`src/rtl/vw_out_pkg.sv`:
```
package vw_out_pkg;

    localparam int VW_WIRES    = 4;
    localparam int VW_IDX_W    = 8;
    localparam int VW_SRC_W    = 2;
    localparam int VW_NUM_RST  = 4;
    localparam int VW_STRIDE   = 8;
    localparam int VW_DATA_W   = 32;

    localparam int F_SRC_LSB   = 8;
    localparam int F_PAT_LSB   = 12;
    localparam int F_FLAG_LSB  = 16;

    localparam logic [VW_IDX_W-1:0] VW_MIN_INDEX = 8'd2;

    typedef enum logic {
        ADDR_CTRL  = 1'b0,
        ADDR_STATE = 1'b1
    } vw_addr_e;

    typedef struct packed {
        logic [VW_WIRES-1:0] pattern;
        logic [VW_SRC_W-1:0] src;
        logic [VW_IDX_W-1:0] index;
    } vw_ctrl_t;

    function automatic logic [VW_IDX_W-1:0] clamp_index(input logic [VW_IDX_W-1:0] v);
        return (v < VW_MIN_INDEX) ? VW_MIN_INDEX : v;
    endfunction

    function automatic vw_ctrl_t ctrl_from_word(input logic [VW_DATA_W-1:0] w);
        vw_ctrl_t c;
        c.index   = clamp_index(w[VW_IDX_W-1:0]);
        c.src     = w[F_SRC_LSB +: VW_SRC_W];
        c.pattern = w[F_PAT_LSB +: VW_WIRES];
        return c;
    endfunction

    function automatic logic [VW_DATA_W-1:0] ctrl_to_word(input vw_ctrl_t c,
                                                          input logic [VW_WIRES-1:0] flags);
        logic [VW_DATA_W-1:0] w;
        w = '0;
        w[VW_IDX_W-1:0]             = c.index;
        w[F_SRC_LSB +: VW_SRC_W]    = c.src;
        w[F_PAT_LSB +: VW_WIRES]    = c.pattern;
        w[F_FLAG_LSB +: VW_WIRES]   = flags;
        return w;
    endfunction

    function automatic logic [VW_WIRES-1:0] wires_from_word(input logic [VW_DATA_W-1:0] w);
        logic [VW_WIRES-1:0] v;
        for (int i = 0; i < VW_WIRES; i++) v[i] = w[i*VW_STRIDE];
        return v;
    endfunction

    function automatic logic [VW_DATA_W-1:0] wires_to_word(input logic [VW_WIRES-1:0] v);
        logic [VW_DATA_W-1:0] w;
        w = '0;
        for (int i = 0; i < VW_WIRES; i++) w[i*VW_STRIDE] = v[i];
        return w;
    endfunction

endpackage

```
`src/rtl/vw_out_ctrl_reg.sv`:
```
module vw_out_ctrl_reg
    import vw_out_pkg::*;
(
    input  logic                 clk,
    input  logic                 rst,
    input  logic                 wr_en,
    input  logic [VW_DATA_W-1:0] wr_data,
    output vw_ctrl_t             ctrl
);
    vw_ctrl_t ctrl_q;

    always_ff @(posedge clk) begin
        if (rst) begin
            ctrl_q.index   <= VW_MIN_INDEX;
            ctrl_q.src     <= '0;
            ctrl_q.pattern <= '0;
        end else if (wr_en) begin
            ctrl_q <= ctrl_from_word(wr_data);
        end
    end

    assign ctrl = ctrl_q;
endmodule

```
`src/rtl/vw_out_rst_edge.sv`:
```
module vw_out_rst_edge #(
    parameter int NUM_RST = 4,
    parameter int SRC_W   = 2
) (
    input  logic               clk,
    input  logic               rst,
    input  logic [NUM_RST-1:0] rst_in,
    input  logic [SRC_W-1:0]   sel,
    output logic               load
);
    logic [NUM_RST-1:0] prev_q;
    logic [NUM_RST-1:0] rising;

    // Start high so an input already asserted at reset release loads nothing.
    always_ff @(posedge clk) begin
        if (rst) prev_q <= '1;
        else     prev_q <= rst_in;
    end

    assign rising = rst_in & ~prev_q;

    always_comb begin
        load = 1'b0;
        for (int i = 0; i < NUM_RST; i++) begin
            if (sel == SRC_W'(i)) load = rising[i];
        end
    end
endmodule

```
`src/rtl/vw_out_wires.sv`:
```
module vw_out_wires #(
    parameter int NUM_WIRES = 4
) (
    input  logic                 clk,
    input  logic                 rst,
    input  logic                 wr_en,
    input  logic [NUM_WIRES-1:0] wr_vals,
    input  logic                 load_en,
    input  logic [NUM_WIRES-1:0] load_vals,
    input  logic                 accept,
    output logic [NUM_WIRES-1:0] wires,
    output logic [NUM_WIRES-1:0] flags
);
    for (genvar i = 0; i < NUM_WIRES; i++) begin : g_wire
        logic nxt;
        logic val_q;
        logic flag_q;

        // Reset load wins over a firmware write in the same cycle.
        always_comb begin
            if (load_en)    nxt = load_vals[i];
            else if (wr_en) nxt = wr_vals[i];
            else            nxt = val_q;
        end

        always_ff @(posedge clk) begin
            if (rst) begin
                val_q  <= 1'b0;
                flag_q <= 1'b0;
            end else begin
                val_q  <= nxt;
                flag_q <= (nxt != val_q) | (flag_q & ~accept);
            end
        end

        assign wires[i] = val_q;
        assign flags[i] = flag_q;
    end
endmodule

```
`src/rtl/vw_out_group.sv`:
```
module vw_out_group
    import vw_out_pkg::*;
#(
    parameter int NUM_WIRES = VW_WIRES,
    parameter int IDX_W     = VW_IDX_W,
    parameter int NUM_RST   = VW_NUM_RST,
    parameter int DATA_W    = VW_DATA_W
) (
    input  logic                 clk,
    input  logic                 rst,
    input  logic                 reg_wr_en,
    input  logic                 reg_wr_addr,
    input  logic [DATA_W-1:0]    reg_wr_data,
    input  logic                 reg_rd_addr,
    output logic [DATA_W-1:0]    reg_rd_data,
    input  logic [NUM_RST-1:0]   rst_src_in,
    output logic                 tx_req,
    input  logic                 tx_ack,
    output logic [IDX_W-1:0]     tx_index,
    output logic [NUM_WIRES-1:0] tx_wires
);
    localparam int SRC_W = $clog2(NUM_RST);

    vw_ctrl_t             ctrl;
    logic                 wr_ctrl;
    logic                 wr_state;
    logic                 load;
    logic                 accept;
    logic [NUM_WIRES-1:0] wires;
    logic [NUM_WIRES-1:0] flags;

    assign wr_ctrl  = reg_wr_en && (vw_addr_e'(reg_wr_addr) == ADDR_CTRL);
    assign wr_state = reg_wr_en && (vw_addr_e'(reg_wr_addr) == ADDR_STATE);

    vw_out_ctrl_reg u_ctrl (
        .clk     (clk),
        .rst     (rst),
        .wr_en   (wr_ctrl),
        .wr_data (reg_wr_data),
        .ctrl    (ctrl)
    );

    vw_out_rst_edge #(.NUM_RST(NUM_RST), .SRC_W(SRC_W)) u_edge (
        .clk    (clk),
        .rst    (rst),
        .rst_in (rst_src_in),
        .sel    (ctrl.src),
        .load   (load)
    );

    vw_out_wires #(.NUM_WIRES(NUM_WIRES)) u_wires (
        .clk       (clk),
        .rst       (rst),
        .wr_en     (wr_state),
        .wr_vals   (wires_from_word(reg_wr_data)),
        .load_en   (load),
        .load_vals (ctrl.pattern),
        .accept    (accept),
        .wires     (wires),
        .flags     (flags)
    );

    assign tx_req   = |flags;
    assign accept   = tx_req & tx_ack;
    assign tx_index = ctrl.index;
    assign tx_wires = wires;

    assign reg_rd_data = (vw_addr_e'(reg_rd_addr) == ADDR_STATE) ? wires_to_word(wires)
                                                                 : ctrl_to_word(ctrl, flags);
endmodule

```
`config.mk`:
```
export PLATFORM = sky130hd
export DESIGN_NAME = vw_out_group
export DESIGN_NICKNAME = d
export VERILOG_FILES = /design/src/rtl/vw_out_pkg.sv /design/src/rtl/vw_out_ctrl_reg.sv /design/src/rtl/vw_out_rst_edge.sv /design/src/rtl/vw_out_wires.sv /design/src/rtl/vw_out_group.sv
export SDC_FILE = /design/constraint.sdc
export NUM_CORES = 1
export LEC_CHECK = 0
export ABC_AREA = 0
export BUFFER_PORTS_ARGS = -buffer_cell sky130_fd_sc_hd__clkbuf_2
export CAP_MARGIN = 20
export CORE_MARGIN = 4
export CORE_UTILIZATION = 43
export CTS_CLUSTER_DIAMETER = 60
export CTS_CLUSTER_SIZE = 16
export DETAILED_ROUTE_END_ITERATION = 10
export HOLD_SLACK_MARGIN = 0.15
export PLACE_DENSITY = 0.86
export SETUP_SLACK_MARGIN = 0.2
export SLEW_MARGIN = 30
export SYNTH_ARGS = -nofsm -noshare
export SYNTH_HDL_FRONTEND = slang
export SYNTH_HIERARCHICAL = 1
export SYNTH_SLANG_ARGS = --single-unit
```
`constraint.sdc`:
```
create_clock -name clk -period 1.98 [get_ports clk]
set_input_delay 0.396 -clock clk [delete_from_list [all_inputs] [get_ports clk]]
set_output_delay 0.396 -clock clk [all_outputs]
set_load 0.1 [all_outputs]
```
==> impl_metrics.py, run 1 <==
metrics = {
    "floorplanning": {
        "fp-row-count": 20,
        "die_area_um2": 4428,
        "dieWidth_um": 66.55,
        "die-height_um": 66.55,
        "initial_utilization_pct": 46.75,
        "ios": 87,
        "coreArea_um2": 3153,
    },
    "sta": {
        "max_freq_mhz": 549.3,
        "final_hold_viol_count": 0,
        "tightest_slew_ps": 554.6,
        "post-route-min-period_ps": 1820,
        "slew_headroom_pct": 63.18,
        "grt_setup_unrepaired": "yes",
        "slew_violations": 0,
        "setup_viol": 0,
        "skew_ps": 3.691,
        "fin_crit_sh_pct": 91.94,
    },
    "critical_path": {
        "reg2reg_slack_ps": 290,
        "cp_data_arrival_time_ps": 1420,
        "cp.required_ps": 1580,
        "critPathSlowestCell": "or4_4",
        "r2r_cells": 5,
        "cp-start-kind": "flop",
        "criticalPathCategory": "reg2out",
        "critPathCaptureType": "output pin",
        "r2r-end": "u_wires/g_wire[1].flag_q",
        "r2r-start": "u_ctrl/ctrl[9]",
        "crit_fanout": 2,
        "critPathMaxStageDelay_ps": 540,
        "worstPathCellList": "or4_4, clkbuf_16",
    },
    "logic_synthesis": {
        "yosys-top-cells-area": "dfxtp_1, buf_4, mux2i_1, nor2b_1, nor2_1",
        "synthFlopType": "dfxtp_1",
        "yosysWarnings": 6,
        "synth_cell_types": 34,
        "synth_top_area_share_pct": 35.31,
        "synth.largest_area_cell": "dfxtp_1",
        "synth_area_um2": 1474,
        "syn_area_per_cell_um2": 9.448,
        "synth_common_cells": "dfxtp_1, buf_4, nor2b_1",
        "synth-async-reset-ratio_pct": 0,
        "synth_cells": 156,
        "yosysMostFrequentCell": "dfxtp_1",
        "yosys_register_bits": 26,
        "synth_edf_count": 0,
        "yosysSeqAreaShare_pct": 35.31,
    },
    "global_routing": {
        "grt_util_met1_pct": 17.70,
        "grtUsageMet3_pct": 4.216,
        "grt_max_degree": 29,
        "grt_pass1_wl_um": 5395,
        "grt_use_total_pct": 15.74,
        "grt_busiest_layer": "met2",
        "grt_overflow_total": 0,
        "antenna_found_initial": 0,
        "grt_pass1_vias": 1223,
        "grtUsageMet2_pct": 28.59,
    },
    "cts": {
        "hold_buffers": 0,
        "clock_latency_ps": 320,
        "cts_sinks": 26,
        "cts_made_buffers": 3,
        "cts_tree": "done",
        "cts_buffer_depth": 2,
        "cts.clk_slew.worst_paths_ps": 140,
        "ctsRootBufferMaster": "clkbuf_4",
        "cts_htree_levels": 1,
    },
    "detailed_routing": {
        "ant_nets": 0,
        "viasPerCell": 4.643,
        "wl_um": 3358,
        "dr.pass1.iters": 4,
        "via_count": 1156,
        "drt_iter0_drc": 42,
        "drc": 0,
        "wl_per_cell_um": 13.49,
    },
    "finish": {
        "final_nets": 248,
        "layout-drive-gt1-share_pct": 52.20,
        "seq_area_um2": 533.0,
        "antenna_cells": 0,
        "syn_to_final_growth_pct": 44.91,
        "postLayoutCellArea_um2": 2136,
        "multi_input_area_um2": 848.3,
        "n_fill_cell": 264,
        "fin_util_pct": 67.74,
    },
    "power": {
        "p_per_area_nw_per_um2": 753.6,
        "irDropWorstVdd_uv": 619.8,
        "p_leak_uw": 0.0009566,
    },
    "placement": {
        "gp_congestion": 0.7321,
        "dpl.hpwl_um": 2617,
        "port_buffers": 57,
        "placed_cell_area_um2": 2033,
    },
    "min_path": {
        "hold-path-endpoint": "u_edge/prev_q[2]",
        "min_path_cells": 2,
        "hp-start": "rst_src_in[2]",
        "hp-class": "in2reg",
    },
    "outcome": {
        "status": "completed",
    },
    "run": {
        "drv_cap": 0,
    },
}
-- through the flow --
step           worst slack, ps  std cells  total power (uW)  hold WS [ps]  setup TNS, ps
5_1_grt                  108.3        249              1678         268.9              0
3_3_place_gp             127.6        243              1217         466.2              0
3_5_place_dp             85.15        243              1226         488.3              0
2_1_floorplan           -60.92        168              1120         436.7         -473.1
4_1_cts                  163.1        249              1619         253.2              0
6_report                 159.6        249              1609         263.3              0
-- layer usage --
layer,up-vias,routed length (um)
li1,584,-
met5,-,0
met4,0,19
met1,525,1303
met2,45,1736
met3,2,298
-- cell usage in the layout (no fill, tap or decap), drive strengths merged, types with 4 or more instances in the layout --
cell type | synthesis | routed
clkbuf | 2 | 41
dfxtp | 26 | 26
buf | 27 | 25
nor2b | 22 | 22
nor2 | 18 | 18
mux2i | 15 | 15
conb | 1 | 13
mux2 | 6 | 6
xor2 | 6 | 6
or2 | 4 | 4
-- logic make-up (layout without fill, tap and decap cells) --
kind of cell,Yosys count,count (layout),share of synthesized area [%]
other,1,13,0.2544
XOR/XNOR,6,6,3.565
multiplexers,22,22,16.30
flip-flops,26,26,35.31
AO/OA/AOI/OAI,10,10,5.858
buffers and inverters,33,70,15.96
AND/OR/NAND/NOR,58,58,22.75
-- timing repair --
action                                  CTS  global route
cloned                                    0             0
hold endpoints to repair                  0             0
endpoints found under the setup margin    1             2
resized for setup                         6             2
buffers inserted                          2             0
pin swaps                                 1             0
-- worst max-delay path: cells and delay by family (launching register included) --
| kind | cells | cell delay [ps] |
|---|---|---|
| and+or+nand+nor | 1 | 540 |
| buffers and inverters | 1 | 220 |
| DFF | 1 | 350 |
-- how the worst max path moves through the flow --
stage	startpoint	to	depth (start not counted)
finish	u_wires/g_wire[1].flag_q	tx_req	2
global route	u_wires/g_wire[1].flag_q	tx_req	2
CTS	u_wires/g_wire[1].flag_q	tx_req	2
detailed placement	rst_src_in[3]	u_wires/g_wire[1].flag_q	6
global placement	rst_src_in[3]	u_wires/g_wire[1].flag_q	6
floorplan	reg_rd_addr	reg_rd_data[12]	3
-- report_power, final --
| group | internal, uW | total [uW] | switching (uW) |
|---|---|---|---|
| clock network | 205 | 360 | 156 |
| registers | 556 | 582 | 25.5 |
| logic | 198 | 668 | 470 |
-- state kept, by name (all words and copies together) (netlist names) --
signal and flops:
u_edge/prev_q 4, u_wires/g_wire.flag_q 4, u_wires/g_wire.val_q 4, u_ctrl/ctrl 14
-- area by class of cell --
type / count / share of cell area (%)
multi-input combinational: 109 / 39.72
timing repair buffer: 63 / 29.76
sequential: 26 / 24.96
tap: 44 / 2.578
clock inverter: 1 / 1.406
clock buffer: 3 / 1.054
inverter: 3 / 0.5272
(Power assumes the default switching activity.)
==> run 2, diff against run 1 <==
Settings changed: REMOVE_ABC_BUFFERS set to 1.
==> run 2 against run 1 <==
Global-route usage is 1.7 points lower. Critical path depth stayed put. Clock power is 39% lower. Critical endpoint unchanged. Cell area is 5.9% lower. Setup slack better by 7.9 ps. Via count is 0.26% higher. Die area stayed put. Utilization is 4.0 points lower. Sequential cell count stayed put.
==> impl_metrics.py, run 2 (synthesized netlist as in run 1, its figures left out) <==
metrics = {
    "detailed_routing": {
        "dr.pass1.iters": 4,
        "drt_iter0_drc": 27,
        "ant_nets": 0,
        "wl_per_cell_um": 12.25,
        "via_count": 1159,
        "drc": 0,
        "wl_um": 3026,
        "viasPerCell": 4.692,
    },
    "floorplanning": {
        "die-height_um": 66.55,
        "coreArea_um2": 3153,
        "ios": 87,
        "die_area_um2": 4428,
        "fp-row-count": 20,
        "dieWidth_um": 66.55,
        "initial_utilization_pct": 46.75,
    },
    "run": {
        "drv_cap": 0,
    },
    "critical_path": {
        "cp_data_arrival_time_ps": 1420,
        "cp.required_ps": 1580,
        "crit_fanout": 2,
        "cp-start-kind": "flop",
        "critPathCaptureType": "output pin",
        "criticalPathCategory": "reg2out",
    },
    "cts": {
        "clock_latency_ps": 320,
        "cts_tree": "done",
        "ctsRootBufferMaster": "clkbuf_4",
        "cts_buffer_depth": 2,
        "cts_sinks": 26,
        "cts.clk_slew.worst_paths_ps": 130,
        "cts_made_buffers": 3,
        "cts_htree_levels": 1,
    },
    "sta": {
        "tightest_slew_ps": 548.7,
        "max_freq_mhz": 551.8,
        "fin_ws_ps": 167.6,
        "setup_viol": 0,
        "slew_headroom_pct": 63.58,
        "post-route-min-period_ps": 1812,
        "final_hold_viol_count": 0,
        "fin_crit_sh_pct": 91.54,
        "slew_violations": 0,
        "grt_setup_unrepaired": "yes",
        "skew_ps": 7.525,
    },
    "finish": {
        "layout-drive-gt1-share_pct": 38.92,
        "largest_register_ffs": 14,
        "n_fill_cell": 284,
        "antenna_cells": 0,
        "mostFrequentLayoutCell": "clkbuf_2",
        "layout_common_cells": "clkbuf_2, dfxtp_1, nor2b_1, buf_12, nor2_1",
        "syn_to_final_growth_pct": 36.42,
        "final_nets": 247,
        "stdcell_count": 247,
    },
    "global_routing": {
        "grt_pass1_vias": 1058,
        "grt_pass1_wl_um": 4788,
        "grt_max_degree": 29,
        "antenna_found_initial": 0,
        "grt_overflow_total": 0,
        "grt_use_total_pct": 14.04,
    },
    "placement": {
        "place_inst": 242,
        "port_buffers": 57,
        "preCtsSetupSlack_ps": 116.3,
        "gp_congestion": 0.7420,
        "dpl.hpwl_um": 2388,
    },
    "outcome": {
        "status": "completed",
    },
    "power": {
        "p_per_area_nw_per_um2": 716.8,
        "p_leak_uw": 0.0009183,
        "power.total_uw": 1441,
        "irDropWorstVdd_uv": 514.6,
    },
    "min_path": {
        "hp-class": "in2reg",
    },
}
-- run 2: worst paths after layout --
check | slack, ps | end | from | cells after the start
max | 170 | tx_req | u_wires/g_wire[3].flag_q | 2
min | 260 | u_edge/prev_q[0] | rst_src_in[0] | 2
max reg2reg | 350 | u_wires/g_wire[1].flag_q | u_ctrl/ctrl[9] | 4
min reg2reg | 530 | u_ctrl/ctrl[9] | u_ctrl/ctrl[9] | 2
-- run 2: cell type report --
cell class | instances | area (um2) | area share [%]
Tap cell | 44 | 55.05 | 2.738
Timing Repair Buffer | 62 | 628.1 | 31.24
Sequential cell | 26 | 524.3 | 26.07
Inverter | 3 | 11.26 | 0.5600
Clock buffer | 3 | 22.52 | 1.120
Multi-Input combinational cell | 109 | 769.5 | 38.27
-- run 2: power breakdown --
part / internal, uW / switching (uW)
sequential: 555 / 24.9
combinational: 185 / 457
clock: 71.3 / 148
-- run 2: worst max-delay path: stages, from the launching register on --
cell and delay [ps]:
dfxtp_2 340, or4_4 540, clkbuf_16 210
-- run 2: timing repair --
action | 4_1_cts | 5_1_grt
buffers inserted | 1 | 1
hold endpoints to repair | 0 | 0
resized for setup | 6 | 1
hold buffers | 0 | 0
setup endpoints to repair | 1 | 2
pin swaps | 0 | 0
-- run 2: metal layers --
metal / up-vias / global-route usage (%) / share of wire (%)
li1: 580 / - / -
met1: 531 / 15.49 / 39
met2: 43 / 24.63 / 50
met3: 5 / 6.239 / 10
met4: 0 / 3.046 / 0.73
met5: - / 0 / 0
-- run 2: stage by stage --
| stage | area, um2 | util [%] | hold WS [ps] | setup TNS, ps |
|---|---|---|---|---|
| 6_report | 2011 | 63.77 | 260.1 | 0 |
| 5_1_grt | 2011 | 63.77 | 241.0 | 0 |
| 4_1_cts | 2002 | 63.49 | 251.9 | 0 |
| 3_5_place_dp | 1946 | 61.71 | 477.4 | 0 |
| 3_3_place_gp | 1946 | 61.71 | 471.4 | 0 |
| 2_1_floorplan | 1295 | - | 448.5 | -7706 |
